[config.mk]
export PLATFORM = sky130hd
export DESIGN_NAME = icap_top
export DESIGN_NICKNAME = d
export VERILOG_FILES = /design/src/rtl/icap_pkg.sv /design/src/rtl/icap_sync.sv /design/src/rtl/icap_qualify.sv /design/src/rtl/icap_store.sv /design/src/rtl/icap_top.sv
export SDC_FILE = /design/constraint.sdc
export NUM_CORES = 1
export LEC_CHECK = 0
export ABC_CLOCK_PERIOD_IN_PS = 2100
export BUFFER_PORTS_ARGS = -buffer_cell sky130_fd_sc_hd__buf_2
export CELL_PAD_IN_SITES_DETAIL_PLACEMENT = 0
export CELL_PAD_IN_SITES_GLOBAL_PLACEMENT = 1
export CORE_UTILIZATION = 37
export DETAILED_ROUTE_END_ITERATION = 12
export HOLD_SLACK_MARGIN = 0.03
export PLACE_DENSITY_LB_ADDON = 0.1
export SLEW_MARGIN = 20
export SYNTH_ARGS = -nofsm -noshare
export SYNTH_HDL_FRONTEND = slang
export SYNTH_SLANG_ARGS = --single-unit
[constraint.sdc]
create_clock -name clk -period 2.1 [get_ports clk]
set_input_delay 0.105 -clock clk [delete_from_list [all_inputs] [get_ports clk]]
set_output_delay 0.105 -clock clk [all_outputs]
set_load 0.05 [all_outputs]
[src/rtl/icap_pkg.sv]
package icap_pkg;

    localparam int CNT_W    = 16;
    localparam int SYNC_LEN = 2;
    localparam int FILT_LEN = 4;

    typedef enum logic {
        POL_FALL = 1'b0,
        POL_RISE = 1'b1
    } pol_e;

    // transition of the accepted level seen this cycle
    typedef struct packed {
        logic rise;
        logic fall;
    } edge_t;

    function automatic logic edge_hit(edge_t e, pol_e p);
        return (p == POL_RISE) ? e.rise : e.fall;
    endfunction

    function automatic logic all_same(logic [FILT_LEN-1:0] w, logic lvl);
        return lvl ? (&w) : ~(|w);
    endfunction

endpackage

[src/rtl/icap_sync.sv]
module icap_sync #(
    parameter int STAGES = 2
) (
    input  logic clk,
    input  logic rst,
    input  logic din,
    output logic dout
);
    logic [STAGES-1:0] chain;

    always_ff @(posedge clk) begin
        if (rst) chain <= '0;
        else     chain <= {chain[STAGES-2:0], din};
    end

    assign dout = chain[STAGES-1];
endmodule

[src/rtl/icap_qualify.sv]
module icap_qualify
    import icap_pkg::*;
#(
    parameter int FILT = 4,
    parameter int WARM = 7
) (
    input  logic  clk,
    input  logic  rst,
    input  logic  smp,
    input  logic  filt_en,
    output edge_t ev,
    output logic  lvl_o,
    output logic  armed_o
);
    localparam int WW = $clog2(WARM + 1);

    logic [FILT-2:0] hist;
    logic [FILT-1:0] window;
    logic            lvl_q;
    logic            lvl_d;
    logic [WW-1:0]   warm_q;
    logic            armed;

    // history of past synchronized samples
    generate
        if (FILT == 2) begin : g_hist_one
            always_ff @(posedge clk) begin
                if (rst) hist <= '0;
                else     hist <= smp;
            end
        end else begin : g_hist_many
            always_ff @(posedge clk) begin
                if (rst) hist <= '0;
                else     hist <= {hist[FILT-3:0], smp};
            end
        end
    endgenerate

    assign window = {hist, smp};
    assign armed  = (warm_q == WW'(WARM));

    always_comb begin
        lvl_d = lvl_q;
        if (!filt_en)                     lvl_d = smp;
        else if (all_same(window, 1'b1))  lvl_d = 1'b1;
        else if (all_same(window, 1'b0))  lvl_d = 1'b0;
    end

    always_comb begin
        ev.rise = armed &  lvl_d & ~lvl_q;
        ev.fall = armed & ~lvl_d &  lvl_q;
    end

    always_ff @(posedge clk) begin
        if (rst) begin
            lvl_q  <= 1'b0;
            warm_q <= '0;
        end else begin
            lvl_q <= lvl_d;
            if (!armed) warm_q <= warm_q + 1'b1;
        end
    end

    assign lvl_o   = lvl_q;
    assign armed_o = armed;
endmodule

[src/rtl/icap_store.sv]
module icap_store #(
    parameter int W = 16
) (
    input  logic         clk,
    input  logic         rst,
    input  logic         trig,
    input  logic         clr,
    input  logic [W-1:0] tmr,
    output logic [W-1:0] held,
    output logic         flag
);
    always_ff @(posedge clk) begin
        if (rst) begin
            held <= '0;
            flag <= 1'b0;
        end else begin
            if (trig) held <= tmr;
            if (trig)     flag <= 1'b1;
            else if (clr) flag <= 1'b0;
        end
    end
endmodule

[src/rtl/icap_top.sv]
module icap_top
    import icap_pkg::*;
#(
    parameter int W     = CNT_W,
    parameter int NSYNC = SYNC_LEN,
    parameter int NFILT = FILT_LEN
) (
    input  logic         clk,
    input  logic         rst,
    input  logic         cap_pin,
    input  logic [W-1:0] tmr_val,
    input  logic         edge_rise,
    input  logic         filt_on,
    input  logic         flag_clr,
    output logic [W-1:0] cap_val,
    output logic         cap_flag
);
    localparam int WARM = NSYNC + NFILT + 1;

    logic  pin_s;
    edge_t ev;
    logic  acc_lvl;
    logic  armed;
    logic  trig;

    icap_sync #(.STAGES(NSYNC)) u_sync (
        .clk  (clk),
        .rst  (rst),
        .din  (cap_pin),
        .dout (pin_s)
    );

    icap_qualify #(.FILT(NFILT), .WARM(WARM)) u_qual (
        .clk     (clk),
        .rst     (rst),
        .smp     (pin_s),
        .filt_en (filt_on),
        .ev      (ev),
        .lvl_o   (acc_lvl),
        .armed_o (armed)
    );

    assign trig = edge_hit(ev, pol_e'(edge_rise));

    icap_store #(.W(W)) u_store (
        .clk  (clk),
        .rst  (rst),
        .trig (trig),
        .clr  (flag_clr),
        .tmr  (tmr_val),
        .held (cap_val),
        .flag (cap_flag)
    );
endmodule

# [Word level (Yosys, flattened, before mapping)]
# Index checks and enable logic that the tools add are counted.
[op_classes] n_bitwise=6 eq_ne=1 n_addsub=1 mux=6 reduce_logical=3
[op_table] op="$mux 1" count=6
[op_table] op="$and 1x1->1" count=4
[op_table] op="$reduce_and 4->1" count=1
[op_table] op="$reduce_or 4->1" count=1
[op_table] op="$add 3x1->3 const B" count=1
[op_table] op="$eq 3x3->1 const B" count=1
[op_table] op="$not 1->1" count=2
[op_table] op="$reduce_bool 2->1" count=1
[word_totals] wordCells=23 output_inout_bits=17 regBits=26 input_bits=22

# [Logic depth before layout (Yosys ltp)]
[depth] ltp_word=9 depth_mapped=9 depth_no_buf=6

# [By module]
# From an unflattened synthesis, not the netlist that was laid out.
[unflattened] hier_cells=88 area_unflattened_um2=978.4
[modules_own_cells] mod="icap_store" cells_each=56 n_inst=1 area_each_um2=616.8 seq_area_each_um2=340.3
[modules_own_cells] mod="icap_qualify" cells_each=27 n_inst=1 area_each_um2=294.0 seq_area_each_um2=140.1
[modules_own_cells] mod="icap_sync" cells_each=4 n_inst=1 area_each_um2=52.6 seq_area_each_um2=40.0
[modules_own_cells] mod="icap_top" cells_each=1 n_inst=1 area_each_um2=15.0 seq_area_each_um2=0.0

# [Least setup slack after synthesis]
# Ideal clock, no wire load.
[synth_timing] path_type="reg2reg" from="register u_qual.warm_q[0]" to="register u_store.held[10]" period_less_slack_ps=1566 required_time_ps=1980 path_slack_ps=534 setup_ps=120 path_stages_with_launch=9 t_arrival_ps=1446 path_cell_list="dfxtp_1 ha_1 ha_1 buf_4 nand3b_1 buf_2 nor2_1 o211ai_1 nand2_1"
[synth_via] elab_chain_len=4 word_cells_on_any_way=6 classes_between="eq/ne (1); mux (1); bitwise (4)"
[synth_rtl] item="start, declared" line_no="icap_qualify.sv:21" rtl="logic [WW-1:0] warm_q;"
[synth_rtl] item="start signal, assigned" line_no="icap_qualify.sv:60" rtl="if (!armed) warm_q <= warm_q + 1'b1;"
[synth_rtl] item="$eq 3x3->1 *" line_no="icap_qualify.sv:40" rtl="assign armed = (warm_q == WW'(WARM));"
[synth_rtl] item="$and 1x1->1 (on tied branches) (2 in a row)" line_no="icap_qualify.sv:51, icap_qualify.sv:50"
[synth_rtl] item="$mux 1 *" line_no="icap_pkg.sv:19" rtl="return (p == POL_RISE) ? e.rise : e.fall;"
[synth_rtl] item="end signal, assigned" line_no="icap_store.sv:17" rtl="if (trig) held <= tmr;"
[synth_rtl] item="end, declared" line_no="icap_store.sv:9" rtl="output logic [W-1:0] held,"
# Every way passes the cells marked *; elsewhere a longest branch is shown, timed or not.
# A chain may end at the register's enable or synchronous reset.

# [Final worst setup path]
[layout_timing] from="register u_qual.warm_q[0]" to="register u_store.held[3]"
# Same word-level chain as after synthesis.

==> metrics.md <==
| Metric | Value |
|---|---|
| Final min period | `1.776 ns` |
| Initial antenna violation count | `0` |
| Period utilization | `84.56%` |
| Setup_tns | `0 ns` |
| Min-delay worst type | `in2reg` |
| Buffer and inverter count on the worst path | `1` |
| Yosys warning total | `0` |
| Post-CTS sizing | `0` |
| Final ANT Viol Nets | `0` |
| Seq/Total Area, Yosys | `33.12%` |
| Clock power share | `41.2%` |
| Max-Cap Viols | `0` |
| GR Overflow Total | `0` |
| Final Hold Viols | `0` |
| Worst-skew pair later-pin latency | `0.27 ns` |
| R2r setup slk | `0.32 ns` |
| # DRC | `0` |
| Fmax | `0.5632 GHz` |
| Avg Inst Size Synth | `7.242 sq um` |
| TritonCTS buffer count | `3` |
| P_int | `0.0008017 W` |
| Core ar. | `4029 sq um` |
| Hold buffers post-CTS | `1` |
| Worst VDD drop | `0.2235 mV` |
| Max FO, Critical Path | `10` |
| Drt wl/cell | `12.69 um` |
| Setup violators final | `0` |
| CTS sink cnt | `26` |
| Detailed placer's ending HPWL | `2695 um` |
| Total I/O pin count | `39` |
| Synth cell types | `26` |
| Slowest-stage cell, CP | `nand3b_1` |
| H-tree Lvls | `1` |
| Outcome | `completed` |
| RePlAce Congestion | `0.7824` |
| TritonCTS clock tree | `yes` |
| Die width | `67.17 um` |
| Pwr Density | `546.5 nW/um^2` |
| First-pass GRT wire length | `6348 um` |
| CP most frequent cell | `ha_1` |
| Nets@finish | `280` |
| Slowest stage delay, CP | `0.37 ns` |
| Port Buf Inserts | `38` |
| Multi-input logic area | `937.1 sq um` |
| Crit. Startpoint | `u_qual.warm_q[0]` |
| Filler cells | `444` |
| Num rows | `23` |
| CP Launch Type | `flip-flop` |
| Worst setup path class | `reg2reg` |
| Routed wire length | `3871 um` |
| P&R area growth vs syn | `19.74%` |
| Setup Fix Bufs, Post-CTS | `0` |
| Ant diodes | `0` |
| #FFs+latches synth | `26` |
| Die Height | `67.17 um` |
| Largest net degree at the start of global routing | `43` |
| Vias in the first global route | `1,346` |
| DR pass1 iterations | `4` |
| Initial Util | `39.01%` |
| Reg2reg start | `u_qual.warm_q[0]` |
| Pins over their slew limit | `0` |
| Combinational share of power | `9.6%` |
| Worst Path Required | `2.32 ns` |
| Routed vias | `1,516` |
| Switch Pwr | `0.0002268 W` |
| Actual slew at the worst max-slew pin | `0.5812 ns` |
| CP cell instances | `ha_1 > ha_1 > nand3b_1 > buf_4 > nor2_1 > o22ai_1 > nand2_1` |
| Storage element area | `520.5 sq um` |
| Gate Count Post-Synth | `217` |
| First DRT Iteration DRCs | `91` |
| Flop pwr share | `49.1%` |
| Clock transition at path regs | `0.10 ns` |
| GRT Total Usage | `18.61%` |
| DR vias/cell | `4.970` |
| Arrival @ worst endpoint | `2.00 ns` |
| HP Start | `flag_clr` |
| Die area | `4512 sq um` |
| Worst Skew | `0.002886 ns` |
| Sw frac | `22.05%` |
| CTS max path bufs | `2` |
| Lkg Pwr | `0.9273 nW` |
| Post-Syn Area | `1572 sq um` |
| Max-slew headroom | `61.26%` |
| Worst Hold Slack | `0.1008 ns` |
| RSZ-0062 raised after global routing | `false` |
| Syn nets | `241` |
| Top delay family on crit path | `simple AND/OR/NAND/NOR gates` |
| Clk Tree Root Cell | `clkbuf_8` |
| Share of layout cells above drive strength 1 | `22.35%` |
| CP endpoint kind | `flip-flop` |
[final cells by class]
| class | count | share of cell area [%] |
|---|---|---|
| Sequential cell | 26 | 27.66 |
| Clock inverter | 1 | 1.596 |
| Tap cell | 50 | 3.324 |
| Multi-Input combinational cell | 174 | 49.80 |
| Timing Repair Buffer | 51 | 15.43 |
| Clock buffer | 3 | 2.194 |
[cells in the mapped netlist]
master	instances	area, sq um
nand3_1	1	5.000
a21oi_1	1	5.000
clkbuf_1	4	15.01
o22ai_1	16	100.1
nor2b_2	1	8.760
ha_1	2	25.02
dfxtp_1	26	520.5
and3b_1	2	17.52
o21bai_2	1	11.26
nand2_1	17	63.81
nand3b_1	2	15.01
o21ai_1	1	5.000
o21ba_1	1	10.01
nand2b_1	33	206.5
a21oi_2	1	8.760
a31oi_1	1	6.260
o211ai_1	16	120.1
buf_6	3	33.78
nor2_1	67	251.5
buf_4	6	45.04
nor3_1	2	10.01
a21o_1	1	7.510
mux2i_1	2	20.02
buf_2	4	20.02
xor2_1	1	8.760
nor2b_1	5	31.28
[state kept, by name, indices dropped and copies added, names as in the netlist]
name / cells
u_sync.chain: 2
u_qual.lvl_o: 1
u_store.flag: 1
u_qual.warm_q: 3
u_store.held: 16
u_qual.hist: 3
[logic make-up after synthesis]
group           count (synthesis)  synth area share (%)
mux                             2                 1.274
xor+xnor                        1                0.5574
compound gates                 39                 17.44
buf+inv                        17                 7.245
fa+ha+maj                       2                 1.592
flops                          26                 33.12
simple gates                  130                 38.77
[per-layer routing]
metal | track usage (%) | part of all wire (%)
met2 | 30.88 | 45
met4 | 5.585 | 0.70
met3 | 2.534 | 4.5
met5 | 0 | 0
met1 | 24.85 | 49
[worst register-to-register path, stage by stage, from the launching register on]
cell	delay [ns]
dfxtp_1	0.36
ha_1	0.16
ha_1	0.30
nand3b_1	0.37
buf_4	0.30
nor2_1	0.10
o22ai_1	0.07
nand2_1	0.06
[cell usage in the layout, fill, tap and decap left out, types with 2 or more instances in the layout]
cell / count
nand3b_1: 2
nand2b_1: 33
buf_4: 12
o211ai_1: 16
ha_1: 2
nor2b_1: 5
dfxtp_1: 26
nor2_1: 67
and3b_1: 2
o22ai_1: 16
buf_2: 38
clkbuf_8: 3
mux2i_1: 2
nand2_1: 17
nor3_1: 2
[power groups by stage]
stage                     registers (W)   logic, W  clock network [W]
after floorplan                0.000516  0.0000644                  0
after global placement         0.000517  0.0000980                  0
after detailed placement       0.000517  0.0000981                  0
after CTS                      0.000506   0.000100           0.000440
after global routing           0.000507   0.000110           0.000458
final                          0.000505  0.0000991           0.000424
[stage by stage]
step                      instance area [sq um]  power (W)  worst slack, ns  utilization, %  instances
after floorplan                            1572  0.0005804           0.5345               -        217
after global placement                     1800  0.0006148           0.4313           44.69        300
after detailed placement                   1800  0.0006153           0.3383           44.69        300
after CTS                                  1882   0.001045           0.2999           46.71        305
after global routing                       1882   0.001074           0.1081           46.71        305
final                                      1882   0.001028           0.3243           46.71        305
[path summary, 6_finish.rpt]
path,to,cells after the start
setup / recovery,u_store.held[3],7
hold / removal,u_store.flag,3
setup reg to reg,u_store.held[3],7
hold reg to reg,u_sync.chain[1],1
Power figures use the tool's default switching activity.
